**config.mk**
```make
export PLATFORM = sky130hd
export DESIGN_NAME = hpamp_ctrl
export DESIGN_NICKNAME = d
export VERILOG_FILES = /design/src/rtl/hpc_pkg.sv /design/src/rtl/hpc_regs.sv /design/src/rtl/hpc_power_dec.sv /design/src/rtl/hpc_gain_map.sv /design/src/rtl/hpamp_ctrl.sv
export SDC_FILE = /design/constraint.sdc
export NUM_CORES = 1
export LEC_CHECK = 0
export BUFFER_PORTS_ARGS = -buffer_cell sky130_fd_sc_hd__buf_2
export CORE_MARGIN = 5
export CORE_UTILIZATION = 40
export CTS_CLUSTER_SIZE = 12
export DETAILED_ROUTE_END_ITERATION = 10
export PLACE_DENSITY_LB_ADDON = 0.05
export SLEW_MARGIN = 5
export SYNTH_ARGS = -nofsm -noshare
export SYNTH_HDL_FRONTEND = slang
export SYNTH_SLANG_ARGS = --single-unit
```
**constraint.sdc**
```tcl
create_clock -name clk -period 4.2 [get_ports clk]
set_input_delay 0.84 -clock clk [delete_from_list [all_inputs] [get_ports clk]]
set_output_delay 0.84 -clock clk [all_outputs]
set_load 0.02 [all_outputs]
```
**src/rtl/hpc_pkg.sv**
```systemverilog
package hpc_pkg;
  localparam int PAYLOAD_W = 7;
  localparam int BYTE_W    = PAYLOAD_W + 1;
  localparam int CODE_W    = 6;
  localparam int GAIN_W    = 9;

  typedef struct packed {
    logic sd_left;
    logic bias_off;
    logic pump_only;
    logic rsv;
    logic mute_left;
    logic sd_right;
    logic mute_right;
  } mode_t;

  typedef struct packed {
    logic              sd_all;
    logic [CODE_W-1:0] code;
  } vol_t;

  typedef struct packed {
    logic amp_l;
    logic amp_r;
    logic pump;
    logic bias;
    logic mono;
    logic mute_l;
    logic mute_r;
  } ctl_t;
endpackage

```
**src/rtl/hpc_regs.sv**
```systemverilog
module hpc_regs
  import hpc_pkg::*;
#(
  parameter int BW = BYTE_W
) (
  input  logic          clk,
  input  logic          rst_n,
  input  logic          wr_valid,
  input  logic [BW-1:0] wr_byte,
  output mode_t         mode_nxt,
  output vol_t          vol_nxt,
  output mode_t         mode_q,
  output vol_t          vol_q
);
  localparam int SEL_BIT = BW - 1;

  logic  hit_mode;
  logic  hit_vol;
  mode_t mode_in;

  assign hit_mode = wr_valid && !wr_byte[SEL_BIT];
  assign hit_vol  = wr_valid &&  wr_byte[SEL_BIT];

  // The reserved bit is never stored.
  always_comb begin
    mode_in     = mode_t'(wr_byte[SEL_BIT-1:0]);
    mode_in.rsv = 1'b0;
  end

  assign mode_nxt = hit_mode ? mode_in : mode_q;
  assign vol_nxt  = hit_vol ? vol_t'(wr_byte[SEL_BIT-1:0]) : vol_q;

  always_ff @(posedge clk or negedge rst_n) begin
    if (!rst_n) begin
      mode_q      <= '0;
      vol_q       <= '0;
      vol_q.sd_all <= 1'b1;
    end else begin
      mode_q <= mode_nxt;
      vol_q  <= vol_nxt;
    end
  end
endmodule

```
**src/rtl/hpc_power_dec.sv**
```systemverilog
module hpc_power_dec
  import hpc_pkg::*;
#(
  parameter int NCH = 2
) (
  input  mode_t mode,
  input  vol_t  vol,
  output ctl_t  ctl
);
  logic           path_live;
  logic [NCH-1:0] ch_sd;
  logic [NCH-1:0] ch_mute;
  logic [NCH-1:0] ch_en;
  logic           unused_rsv;

  assign unused_rsv = mode.rsv;
  // Priority: global shutdown, then pump-only, then per-channel shutdowns.
  assign path_live  = !vol.sd_all && !mode.pump_only;

  // Channel 0 = left, channel 1 = right.
  assign ch_sd   = {mode.sd_right, mode.sd_left};
  assign ch_mute = {mode.mute_right, mode.mute_left};

  for (genvar c = 0; c < NCH; c++) begin : g_ch
    assign ch_en[c] = path_live && !ch_sd[c];
  end

  always_comb begin
    ctl        = '0;
    ctl.amp_l  = ch_en[0];
    ctl.amp_r  = ch_en[1];
    ctl.pump   = !vol.sd_all;
    ctl.bias   = path_live && !mode.bias_off;
    ctl.mono   = path_live && mode.sd_right && !mode.sd_left;
    ctl.mute_l = ch_mute[0];
    ctl.mute_r = ch_mute[1];
  end
endmodule

```
**src/rtl/hpc_gain_map.sv**
```systemverilog
module hpc_gain_map #(
  parameter int CW        = 6,
  parameter int GW        = 9,
  parameter int FLOOR_HDB = -192,
  parameter int BASE_HDB  = -120,
  parameter int SEG1_END  = 9,
  parameter int SEG2_END  = 22,
  parameter int STEP1     = 6,
  parameter int STEP2     = 3,
  parameter int STEP3     = 1
) (
  input  logic [CW-1:0] code,
  output logic [GW-1:0] gain
);
  localparam int SEG1_TOP = BASE_HDB + STEP1 * (SEG1_END - 1);
  localparam int SEG2_TOP = SEG1_TOP + STEP2 * (SEG2_END - SEG1_END);

  int c;
  int g;

  always_comb begin
    c = int'(code);
    if (c == 0)
      g = FLOOR_HDB;
    else if (c <= SEG1_END)
      g = BASE_HDB + STEP1 * (c - 1);
    else if (c <= SEG2_END)
      g = SEG1_TOP + STEP2 * (c - SEG1_END);
    else
      g = SEG2_TOP + STEP3 * (c - SEG2_END);
    gain = g[GW-1:0];
  end
endmodule

```
**src/rtl/hpamp_ctrl.sv**
```systemverilog
module hpamp_ctrl
  import hpc_pkg::*;
#(
  parameter int GW        = GAIN_W,
  parameter int FLOOR_HDB = -192
) (
  input  logic              clk,
  input  logic              rst_n,
  input  logic              wr_valid,
  input  logic [BYTE_W-1:0] wr_byte,
  output logic              amp_l_en,
  output logic              amp_r_en,
  output logic              cp_en,
  output logic              bias_en,
  output logic              mono_to_left,
  output logic              mute_l,
  output logic              mute_r,
  output logic [GW-1:0]     gain_hdb
);
  mode_t         mode_nxt, mode_q;
  vol_t          vol_nxt, vol_q;
  ctl_t          ctl_nxt, ctl_q;
  logic [GW-1:0] gain_nxt, gain_q;

  hpc_regs #(.BW(BYTE_W)) u_regs (
    .clk      (clk),
    .rst_n    (rst_n),
    .wr_valid (wr_valid),
    .wr_byte  (wr_byte),
    .mode_nxt (mode_nxt),
    .vol_nxt  (vol_nxt),
    .mode_q   (mode_q),
    .vol_q    (vol_q)
  );

  hpc_power_dec #(.NCH(2)) u_dec (
    .mode (mode_nxt),
    .vol  (vol_nxt),
    .ctl  (ctl_nxt)
  );

  hpc_gain_map #(.CW(CODE_W), .GW(GW), .FLOOR_HDB(FLOOR_HDB)) u_gain (
    .code (vol_nxt.code),
    .gain (gain_nxt)
  );

  // The decode works on the next register values, so outputs move with the registers.
  always_ff @(posedge clk or negedge rst_n) begin
    if (!rst_n) begin
      ctl_q  <= '0;
      gain_q <= FLOOR_HDB[GW-1:0];
    end else begin
      ctl_q  <= ctl_nxt;
      gain_q <= gain_nxt;
    end
  end

  assign amp_l_en     = ctl_q.amp_l;
  assign amp_r_en     = ctl_q.amp_r;
  assign cp_en        = ctl_q.pump;
  assign bias_en      = ctl_q.bias;
  assign mono_to_left = ctl_q.mono;
  assign mute_l       = ctl_q.mute_l;
  assign mute_r       = ctl_q.mute_r;
  assign gain_hdb     = gain_q;
endmodule

```
# [After elaboration in Yosys (flattened, before gate mapping)]
# Cells that the tools add are included.
[op_classes] addsub=6 multipliers=2 magnitude_cmp=2 mux=5 n_reduce_logical=15
[ops] operator="multiplier 3 x 32 -> 8 bit, first input constant" count=1
[ops] operator="multiplier 3 x 32 -> 9 bit, first input constant" count=1
[ops] operator="two-way mux 9 bit" count=3
[ops] operator="adder 8 x 9 -> 9 bit, first input constant" count=2
[ops] operator="two-way mux 7 bit" count=2
[ops] operator="adder 7 x 9 -> 9 bit, first input constant" count=1
[ops] operator="logical AND 1 bit" count=8
[ops] operator="subtractor 6 x 1 -> 7 bit, second input constant" count=1
[ops] operator="subtractor 6 x 4 -> 7 bit, second input constant" count=1
[ops] operator="subtractor 6 x 5 -> 7 bit, second input constant" count=1
[ops] operator="less-or-equal comparator 6 x 4 -> 1 bit, second input constant" count=1
[ops] operator="less-or-equal comparator 6 x 5 -> 1 bit, second input constant" count=1
[ops] operator="logical NOT 1 bit" count=6
[ops] operator="logical NOT 6 bit" count=1
[word_totals] ff_bits=27 input_bits=11 out_inout_bits=16 wordCells=44

# [Longest topological paths before layout]
# Gate-level depths: netlist of the first run.
[depth] ltp_word=8 mapped_depth=19 depth_no_buf=17

# [Hierarchy]
# From an unflattened synthesis of the first run, not the netlist that was laid out.
[unflattened] cells_unflattened=208 hier_area_um2=2232.1
[by_module_without_submodules] module="hpc_gain_map" instances=1 cells_each=154 area_per_inst_um2=1221.2 seq_area_each_um2=0.0
[by_module_without_submodules] module="hpc_regs" instances=1 cells_each=31 area_per_inst_um2=559.3 seq_area_each_um2=351.6
[by_module_without_submodules] module="hpamp_ctrl" instances=1 cells_each=16 area_per_inst_um2=402.9 seq_area_each_um2=402.9
[by_module_without_submodules] module="hpc_power_dec" instances=1 cells_each=7 area_per_inst_um2=48.8 seq_area_each_um2=0.0

# [Least setup slack after synthesis of the first run]
# OpenSTA, ideal clock, no wires.
[synth_path] path_type="input -> register" from="input port wr_valid" to="register gain_q[8], in the netlist gain_hdb[8]" setup_ps=82 arrival_time_ps=4341 t_required_ps=4118 path_slack_ps=-222 cell_stages=18 path_buffers=2 cell_sequence="buf_4 and2_4 buf_6 mux2i_1 ha_1 nand3_1 a21oi_1 xnor2_1 inv_1 fa_1 inv_1 ha_1 and2_1 a311o_1 a21oi_1 xnor2_1 a211oi_1 a211o_1"
[synth_via] elab_chain_len=8 elab_cells_between_ends=16 classes_between="6 x add/sub; 2 x mul; 2 x order compare; 4 x mux; 2 x reduce/logical"
[synth_lines] element="from (decl)" line_no="hpamp_ctrl.sv:9" rtl="input logic wr_valid,"
[synth_lines] element="logical AND 1 bit *" line_no="hpc_regs.sv:22" rtl="assign hit_vol = wr_valid && wr_byte[SEL_BIT];"
[synth_lines] element="two-way mux 7 bit *" line_no="hpc_regs.sv:31" rtl="assign vol_nxt = hit_vol ? vol_t'(wr_byte[SEL_BIT-1:0]) : vol_q;"
[synth_lines] element="subtractor 6 x 4 -> 7 bit" line_no="hpc_gain_map.sv:28" rtl="g = SEG1_TOP + STEP2 * (c - SEG1_END);"
[synth_lines] element="multiplier 3 x 32 -> 9 bit" line_no="hpc_gain_map.sv:28"
[synth_lines] element="adder 8 x 9 -> 9 bit" line_no="hpc_gain_map.sv:28"
[synth_lines] element="two-way mux 9 bit" line_no="hpc_gain_map.sv:27" rtl="else if (c <= SEG2_END)"
[synth_lines] element="two-way mux 9 bit" line_no="hpc_gain_map.sv:25" rtl="else if (c <= SEG1_END)"
[synth_lines] element="two-way mux 9 bit *" line_no="hpc_gain_map.sv:23" rtl="if (c == 0)"
[synth_lines] element="named net gain_nxt[8]" line_no="hpamp_ctrl.sv:23" rtl="logic [GW-1:0] gain_nxt, gain_q;"
[synth_lines] element="to (signal assigned)" line_no="hpamp_ctrl.sv:51" rtl="gain_q <= FLOOR_HDB[GW-1:0];"
[synth_lines] element="to (signal assigned)" line_no="hpamp_ctrl.sv:54" rtl="gain_q <= gain_nxt;"
[synth_lines] element="to (decl)" line_no="hpamp_ctrl.sv:23"
# The timed path passes the listed nets; every way through them passes the cells marked *.
# A chain may end at the register's enable or synchronous reset.

# [Final worst setup path of the first run]
[layout_path] from="input port wr_byte[7]" to="register gain_q[8], in the netlist gain_hdb[8]"
[layout_via] elab_chain_len=8 elab_cells_between_ends=16 classes_between="6 x add/sub; 2 x mul; 2 x order compare; 4 x mux; 2 x reduce/logical"
[layout_lines] element="from (decl)" line_no="hpamp_ctrl.sv:10" rtl="input logic [BYTE_W-1:0] wr_byte,"
[layout_lines] element="logical AND 1 bit *" line_no="hpc_regs.sv:22"
[layout_lines] element="two-way mux 7 bit *" line_no="hpc_regs.sv:31"
[layout_lines] element="subtractor 6 x 4 -> 7 bit" line_no="hpc_gain_map.sv:28"
[layout_lines] element="multiplier 3 x 32 -> 9 bit" line_no="hpc_gain_map.sv:28"
[layout_lines] element="adder 8 x 9 -> 9 bit" line_no="hpc_gain_map.sv:28"
[layout_lines] element="two-way mux 9 bit" line_no="hpc_gain_map.sv:27"
[layout_lines] element="two-way mux 9 bit" line_no="hpc_gain_map.sv:25"
[layout_lines] element="two-way mux 9 bit *" line_no="hpc_gain_map.sv:23"
[layout_lines] element="named net gain_nxt[8]" line_no="hpamp_ctrl.sv:23"
# Marks and branches as above.

==> results.md, run 1 <==
- DR iter-0 viols: 99
- Routed WL: 5442 um
- Crit path max fanout: 7
- Tcrit/Tclk final: 92.92%
- I/O pins: 27
- DP Area: 2872 um^2
- Leading post-synthesis cells by cell area: dfrtp_1 25%, ha_1 15%, xnor2_1 5.5%
- N_diodes: 0
- Worst skew pair latency: 280 ps
- Clock Power Share: 8.7%
- Mapped Area: 2372 um^2
- Worst-path clk slew: 100 ps
- Synth Area in Compound Gates: 16.30%
- Crit. End Element: flip-flop
- Worst setup SP type: primary input
- Area Growth Syn to Fin: 23.10%
- Vias in the first global route: 1806
- Status: completed
- Max-slew violations: 0
- Vias: 1818
- Xor and xnor area share after synthesis: 7.964%
- First-pass GRT wire length: 9349 um
- Final HPWL DP: 4573 um
- Proportion of layout cells with a drive suffix above 1: 36.77%
- Initial antenna violation count: 0
- Final Util: 49.91%
- Avg WL per Cell: 14.87 um
- Post-Syn Area per Cell: 9.926 um^2
- Num rows: 28
- Sequential share of power: 19.6%
- Comb pwr share: 71.8%
- Post_cts resized: 0
- Synth Area in Simple Gates: 12.55%
- Synthesized Nets: 283
- CTS H-tree depth: 1
- Post-Place Worst Slack: -50.91 ps
- Sequential element share of the synthesized area: 28.64%
- Top FF cell, synth: dfrtp_1
- Multiplexer share of the synthesized area: 8.755%
- Main combinational cell family by area after synthesis: adder cells
- Buffers on Ports: 26
- Clock Sinks: 27
- Max VDD drop: 288.7 uV
- Final setup margin: 297.4 ps
- Mapped Cells: 239
- Top post-synthesis cells by count: 28 x ha_1, 24 x dfrtp_1, 22 x inv_1, 15 x xnor2_1, 14 x nor2_1
- Clk buf depth: 2
- Clock skew: 5.374 ps
- Switching Share: 43.45%
- Pleak: 1.392 nW
- Setup CP Type: primary input to flip-flop
- Cell Int Power: 0.001019 W
- Yosys warning count: 0
- CTS tree: built
- Die ar.: 7571 um^2
- Area leader, netlist: dfrtp_1
- Die height: 87.01 um
- Die Width: 87.01 um
- Hold WC Path Type: flip-flop to flip-flop
- All-Layer GR Usage: 15.80%
- Most common cell in the netlist: ha_1
- Core ar.: 5851 um^2
- Fin crit period: 3903 ps
- Largest net degree at the start of global routing: 28
- RSZ-0062 raised after global routing: false
- Final Cell Area: 2920 um^2
- Remaining global-route overflow: 0
- CTS root buf: clkbuf_8
- Fraction of registers with async set/reset: 100.0%
- GPL Wtd Cong: 0.8988
- DRC viols: 0
- # fillers: 547
- Final Hold Viols: 0
- Post-Synth Adder-Cell Area: 18.99%
- CTS Hold Bufs: 0
- Number of vias per cell: 4.967
- 1st-pass router iterations: 4
- Req. time, crit path: 4420 ps
- F_max: 256.2 MHz
- PwrDens: 616.9 nW/um^2
- CTS buffer count: 3
- Count of cell types in the netlist: 60
- Slew margin rel.: 50.13%
- Number of setup buffers added after CTS: 0
- Yosys top cell area share: 25.32%
- WP data arrival: 4120 ps
- Switching power: 0.0007827 W
- Slew @ Worst Pin: 744.6 ps
- Post-synth EDFFs: 0
- Final setup violation count: 0
- Layout Nets: 336
- Initial Util: 40.55%
- Max Cap Viol: 0
- Seq cells post-synth: 27
- DRT antenna net count: 0
[path summary, 6_finish.rpt]
| path | from | endpoint | slack, ps | cells past startpoint |
|---|---|---|---|---|
| min in group asynchronous | rst_n | u_regs.mode_q[6] | 560 | 1 |
| worst max-delay path | wr_byte[7] | gain_hdb[8] | 300 | 16 |
| worst min register to register | u_regs.mode_q[6] | u_regs.mode_q[6] | 500 | 2 |
| worst min-delay path | u_regs.mode_q[6] | u_regs.mode_q[6] | 500 | 2 |
| max in group asynchronous | rst_n | u_regs.mode_q[1] | 3240 | 1 |
| worst max register to register | u_regs.vol_q[2] | gain_hdb[8] | 640 | 16 |
[cell families (layout without fill, tap and decap cells)]
logic type,Yosys count,count (layout)
flip-flops,27,27
adder cells (fa/ha/maj),33,33
multiplexers,17,17
XOR/XNOR,20,20
AO/OA/AOI/OAI,51,51
AND/OR/NAND/NOR,55,55
buffers and inverters,36,88
[power groups by stage]
stage / Clock (W) / Sequential, W / Combinational [W]
5_1_grt: 0.000175 / 0.000361 / 0.00144
3_3_place_gp: 0 / 0.000357 / 0.00130
6_report: 0.000156 / 0.000353 / 0.00129
3_5_place_dp: 0 / 0.000359 / 0.00130
2_1_floorplan: 0 / 0.000422 / 0.000860
4_1_cts: 0.000162 / 0.000353 / 0.00131
[routing by layer]
layer / GRT usage [%] / wire (um)
met3: 2.744 / 311
met4: 1.841 / 19
met1: 23.08 / 2641
met2: 25.12 / 2469
met5: 0 / 0
[critical path, stage by stage]
cell	delay [ps]
buf_2	140
and2_4	180
mux2i_4	290
ha_4	220
a21oi_2	80
xnor2_1	230
inv_1	160
fa_1	540
inv_1	40
ha_1	280
a21o_1	170
a311o_1	320
a21oi_2	130
xnor2_1	120
a211oi_1	90
a211o_1	300
[layout by cell type, fill, tap and decap left out, types with 3 or more instances in the layout]
cell | netlist | routed
inv_2 | 3 | 4
clkbuf_8 | 0 | 3
xnor2_1 | 15 | 12
nor3_1 | 6 | 6
xor2_1 | 4 | 4
xnor2_2 | 0 | 3
nor2_1 | 14 | 14
mux2i_1 | 7 | 6
a211o_1 | 4 | 4
a21oi_1 | 12 | 9
o21ai_1 | 3 | 3
and2_1 | 5 | 5
inv_1 | 22 | 21
a31oi_1 | 5 | 5
ha_1 | 28 | 24
fa_1 | 5 | 5
mux2i_4 | 2 | 3
nand3_1 | 7 | 6
mux2_2 | 6 | 6
a21o_1 | 5 | 5
dfrtp_1 | 24 | 24
buf_4 | 1 | 32
dfstp_2 | 3 | 3
buf_2 | 4 | 26
nand2_1 | 8 | 8
[metrics by stage]
step	hold slack, ps	cells	setup TNS (ps)	power, W
3_5_place_dp	476.5	362	-50.91	0.001656
2_1_floorplan	448.1	239	0	0.001282
4_1_cts	506.4	366	0	0.001826
3_3_place_gp	477.5	362	0	0.001657
5_1_grt	528.8	366	0	0.001973
6_report	504.2	366	0	0.001802
[final cells by class]
class / instances / area [um^2] / area share, %
multi-input cells: 176 / 1628 / 55.74
flip-flops and latches: 27 / 679.4 / 23.26
repair buffers: 58 / 370.4 / 12.68
inverters: 26 / 100.1 / 3.428
well taps: 75 / 93.84 / 3.213
clock buffers: 3 / 41.29 / 1.414
clock inverters: 1 / 7.507 / 0.2571
[state kept, by name (all words and copies together), names as in the netlist]
signal         cells
u_regs.vol_q       7
gain_hdb           9
u_regs.mode_q      6
bias_en            1
mono_to_left       1
amp_l_en           1
amp_r_en           1
cp_en              1
Note: power is estimated with default switching activity, not from simulation.
==> inputs of run 2 (changes only) <==
--- a/config.mk
+++ b/config.mk
@@ -11,7 +11,9 @@
 export CTS_CLUSTER_SIZE = 12
 export DETAILED_ROUTE_END_ITERATION = 10
 export PLACE_DENSITY_LB_ADDON = 0.05
+export SETUP_SLACK_MARGIN = 0.5
 export SLEW_MARGIN = 5
 export SYNTH_ARGS = -nofsm -noshare
 export SYNTH_HDL_FRONTEND = slang
+export SYNTH_HIERARCHICAL = 1
 export SYNTH_SLANG_ARGS = --single-unit
==> results.md, run 2 <==
- Max reg flops: 9 (unchanged)
- Initial antenna violation count: 0 (unchanged)
- Vias: 1595 (was 1818)
- WP data arrival: 3810 ps (was 4120 ps)
- N_diodes: 0 (unchanged)
- Slew margin rel.: 47.66% (was 50.13%)
- Sequential share of power: 17.7% (was 19.6%)
- CTS root buf: clkbuf_8 (unchanged)
- CP peak stage delay: 450 ps (was 540 ps)
- Post-Place Worst Slack: -6.702 ps (was -50.91 ps)
- Crit path max fanout: 5 (was 7)
- R2R depth: 14 (was 16)
- Die ar.: 7082 um^2 (was 7571 um^2)
- RSZ-0062 raised after global routing: false (unchanged)
- PwrDens: 699.0 nW/um^2 (was 616.9 nW/um^2)
- Hold Path Cell Cnt: 1 (was 2)
- Reg2reg start: u_regs/vol_q[1] (was u_regs.vol_q[2])
- CTS tree: built (unchanged)
- All-Layer GR Usage: 14.30% (was 15.80%)
- First-pass GRT wire length: 8114 um (was 9349 um)
- Final Cell Area: 3022 um^2 (was 2920 um^2)
- GPL Wtd Cong: 0.8516 (was 0.8988)
- Routed WL: 5052 um (was 5442 um)
- Mapped Area: 2200 um^2 (was 2372 um^2)
- Switching Share: 40.25% (was 43.45%)
- DRC viols: 0 (unchanged)
- DP Area: 2469 um^2 (was 2872 um^2)
- Final setup violation count: 0 (unchanged)
- Crit Reg-Reg Endpoint: gain_hdb[8] (unchanged)
- Minimum hold slack: 495.7 ps (was 504.2 ps)
- Slew @ Worst Pin: 783.4 ps (was 744.6 ps)
- Clock Power Share: 14.1% (was 8.7%)
- Core ar.: 5439 um^2 (was 5851 um^2)
- Layout Nets: 301 (was 336)
- Synthesized Nets: 250 (was 283)
- Max Cap Viol: 0 (unchanged)
- Area Growth Syn to Fin: 37.37% (was 23.10%)
- Die Width: 84.16 um (was 87.01 um)
- Proportion of layout cells with a drive suffix above 1: 47.67% (was 36.77%)
- Number of vias per cell: 4.833 (was 4.967)
- Clock skew: 8.553 ps (was 5.374 ps)
- DR iter-0 viols: 36 (was 99)
- DRT antenna net count: 0 (unchanged)
- Sink of the worst hold path: mute_l (was u_regs.mode_q[6])
- Vias in the first global route: 1623 (was 1806)
- CTS H-tree depth: 2 (was 1)
- Status: completed (unchanged)
- Most frequent cells in the layout: 26 x dfrtp_1, 25 x buf_4, 24 x buf_2, 19 x ha_1 (was 32 x buf_4, 26 x buf_2, 24 x ha_1, 24 x dfrtp_1, 21 x inv_1)
- Hold WC Path Type: flip-flop to flip-flop (unchanged)
- Crit. End Element: flip-flop (unchanged)
- Cell Int Power: 0.001262 W (was 0.001019 W)
- F_max: 277.4 MHz (was 256.2 MHz)
- Worst-path clk slew: 70 ps (was 100 ps)
- Worst skew pair latency: 280 ps (about the same)
- Comb pwr share: 68.2% (was 71.8%)
- Flop2flop setup slack: 1030 ps (was 640 ps)
- Worst Hold Launch: u_regs/mode_q[2] (was u_regs.mode_q[6])
- Max VDD drop: 326.0 uV (was 288.7 uV)
- Req. time, crit path: 4410 ps (was 4420 ps)
- Mapped Cells: 206 (was 239)
- Largest net degree at the start of global routing: 30 (was 28)
- Die height: 84.16 um (was 87.01 um)
- Switching power: 0.0008502 W (was 0.0007827 W)
- Most common cell after layout, fill and taps aside: dfrtp_1 (was buf_4)
- Clock Sinks: 29 (was 27)
- Final setup margin: 595.7 ps (was 297.4 ps)
- Fin crit period: 3604 ps (was 3903 ps)
- Num rows: 27 (was 28)
- Avg WL per Cell: 15.31 um (was 14.87 um)
- Max-slew violations: 0 (unchanged)
- Buffers on Ports: 26 (unchanged)
- Final Hold Viols: 0 (unchanged)
- CTS buffer count: 5 (was 3)
- Setup CP Type: primary input to flip-flop (unchanged)
- Remaining global-route overflow: 0 (unchanged)
- Worst setup SP type: primary input (unchanged)
- Post-Syn Area per Cell: 10.68 um^2 (was 9.926 um^2)
- 1st-pass router iterations: 4 (unchanged)
- Final Util: 55.56% (was 49.91%)
- Critical path cell sequence: buf_6 -> nand2_8 -> mux2_4 -> inv_6 -> ha_4 -> xnor2_4 -> inv_2 -> ha_4 -> ha_4 -> fa_2 -> a21o_1 -> a21oi_2 -> xnor2_2 -> nor2_1 -> xor3_1 -> a21oi_1 (was buf_2 -> and2_4 -> mux2i_4 -> ha_4 -> a21oi_2 -> xnor2_1 -> inv_1 -> fa_1 -> inv_1 -> ha_1 -> a21o_1 -> a311o_1 -> a21oi_2 -> xnor2_1 -> a211oi_1 -> a211o_1)
- CTS Hold Bufs: 0 (unchanged)
- Tcrit/Tclk final: 85.82% (was 92.92%)
- Clk buf depth: 2 (unchanged)
- Slowest library cell on the worst path: xor3_1 (was fa_1)
- Pleak: 1.412 nW (was 1.392 nW)
- Number of buffers and inverters on the critical path: 3 (unchanged)
- Yosys warning count: 6 (was 0)
- I/O pins: 27 (unchanged)
- CP delay by family, top: adder cells (was compound AO/OA/AOI/OAI gates)
- Initial Util: 40.44% (was 40.55%)
- Final HPWL DP: 3618 um (was 4573 um)
- Top cell by count, worst path: ha_4
-- run 2: cell types whose count changed in the layout (fill, tap and decap cells not counted), moves of 6 or more --
cell | previous run | this run
mux2_4 | 0 | 11
inv_1 | 21 | 11
buf_4 | 32 | 25
mux2i_1 | 6 | 0
ha_4 | 2 | 8
-- run 2: worst max path at each step --
| stage | startpoint | to | slack [ps] | depth (start not counted) |
|---|---|---|---|---|
| after floorplan | wr_byte[7] | gain_hdb[8] | 500 | 17 |
| after global placement | wr_valid | gain_hdb[8] | 30 | 16 |
| after detailed placement | wr_valid | gain_hdb[8] | -7 | 18 |
| after CTS | wr_valid | gain_hdb[8] | 510 | 17 |
| after global routing | wr_byte[7] | gain_hdb[8] | 490 | 18 |
| final | wr_byte[7] | gain_hdb[8] | 600 | 16 |
-- run 2: per-stage QoR --
stage / total power, W / TNS [ps] / std cells
2_1_floorplan: 0.001216 / 0 / 206
3_3_place_gp: 0.001462 / 0 / 301
3_5_place_dp: 0.001472 / -6.702 / 301
4_1_cts: 0.001894 / 0 / 318
5_1_grt: 0.002278 / 0 / 330
6_report: 0.002112 / 0 / 330
-- run 2: cell type report --
type | instances | area (um^2)
Tap cell | 72 | 90.09
Fill cell | 501 | 2417
Multi-Input combinational cell | 150 | 1663
Clock buffer | 7 | 86.33
Clock inverter | 1 | 30.03
Inverter | 19 | 81.33
Timing Repair Buffer | 52 | 341.6
Sequential cell | 29 | 729.5
-- run 2: power by group through the flow --
stage               Clock [W]  Sequential [W]  Combinational [W]
floorplan                   0        0.000444           0.000772
global placement            0        0.000378            0.00108
detailed placement          0        0.000380            0.00109
CTS                  0.000306        0.000375            0.00121
global route         0.000322        0.000381            0.00157
finish               0.000298        0.000374            0.00144
-- run 2: metal layers --
layer,GRT usage [%],up-vias,part of all wire [%]
met5,0,-,0
met4,3.947,0,0.71
met3,3.729,4,4.1
met2,22.53,23,49
met1,19.48,774,47
li1,-,794,-
-- run 2: timing repair --
action	in CTS	in global routing
pin swaps	7	24
endpoints found under the setup margin	4	3
buffers inserted	9	12
gates resized for setup	17	36
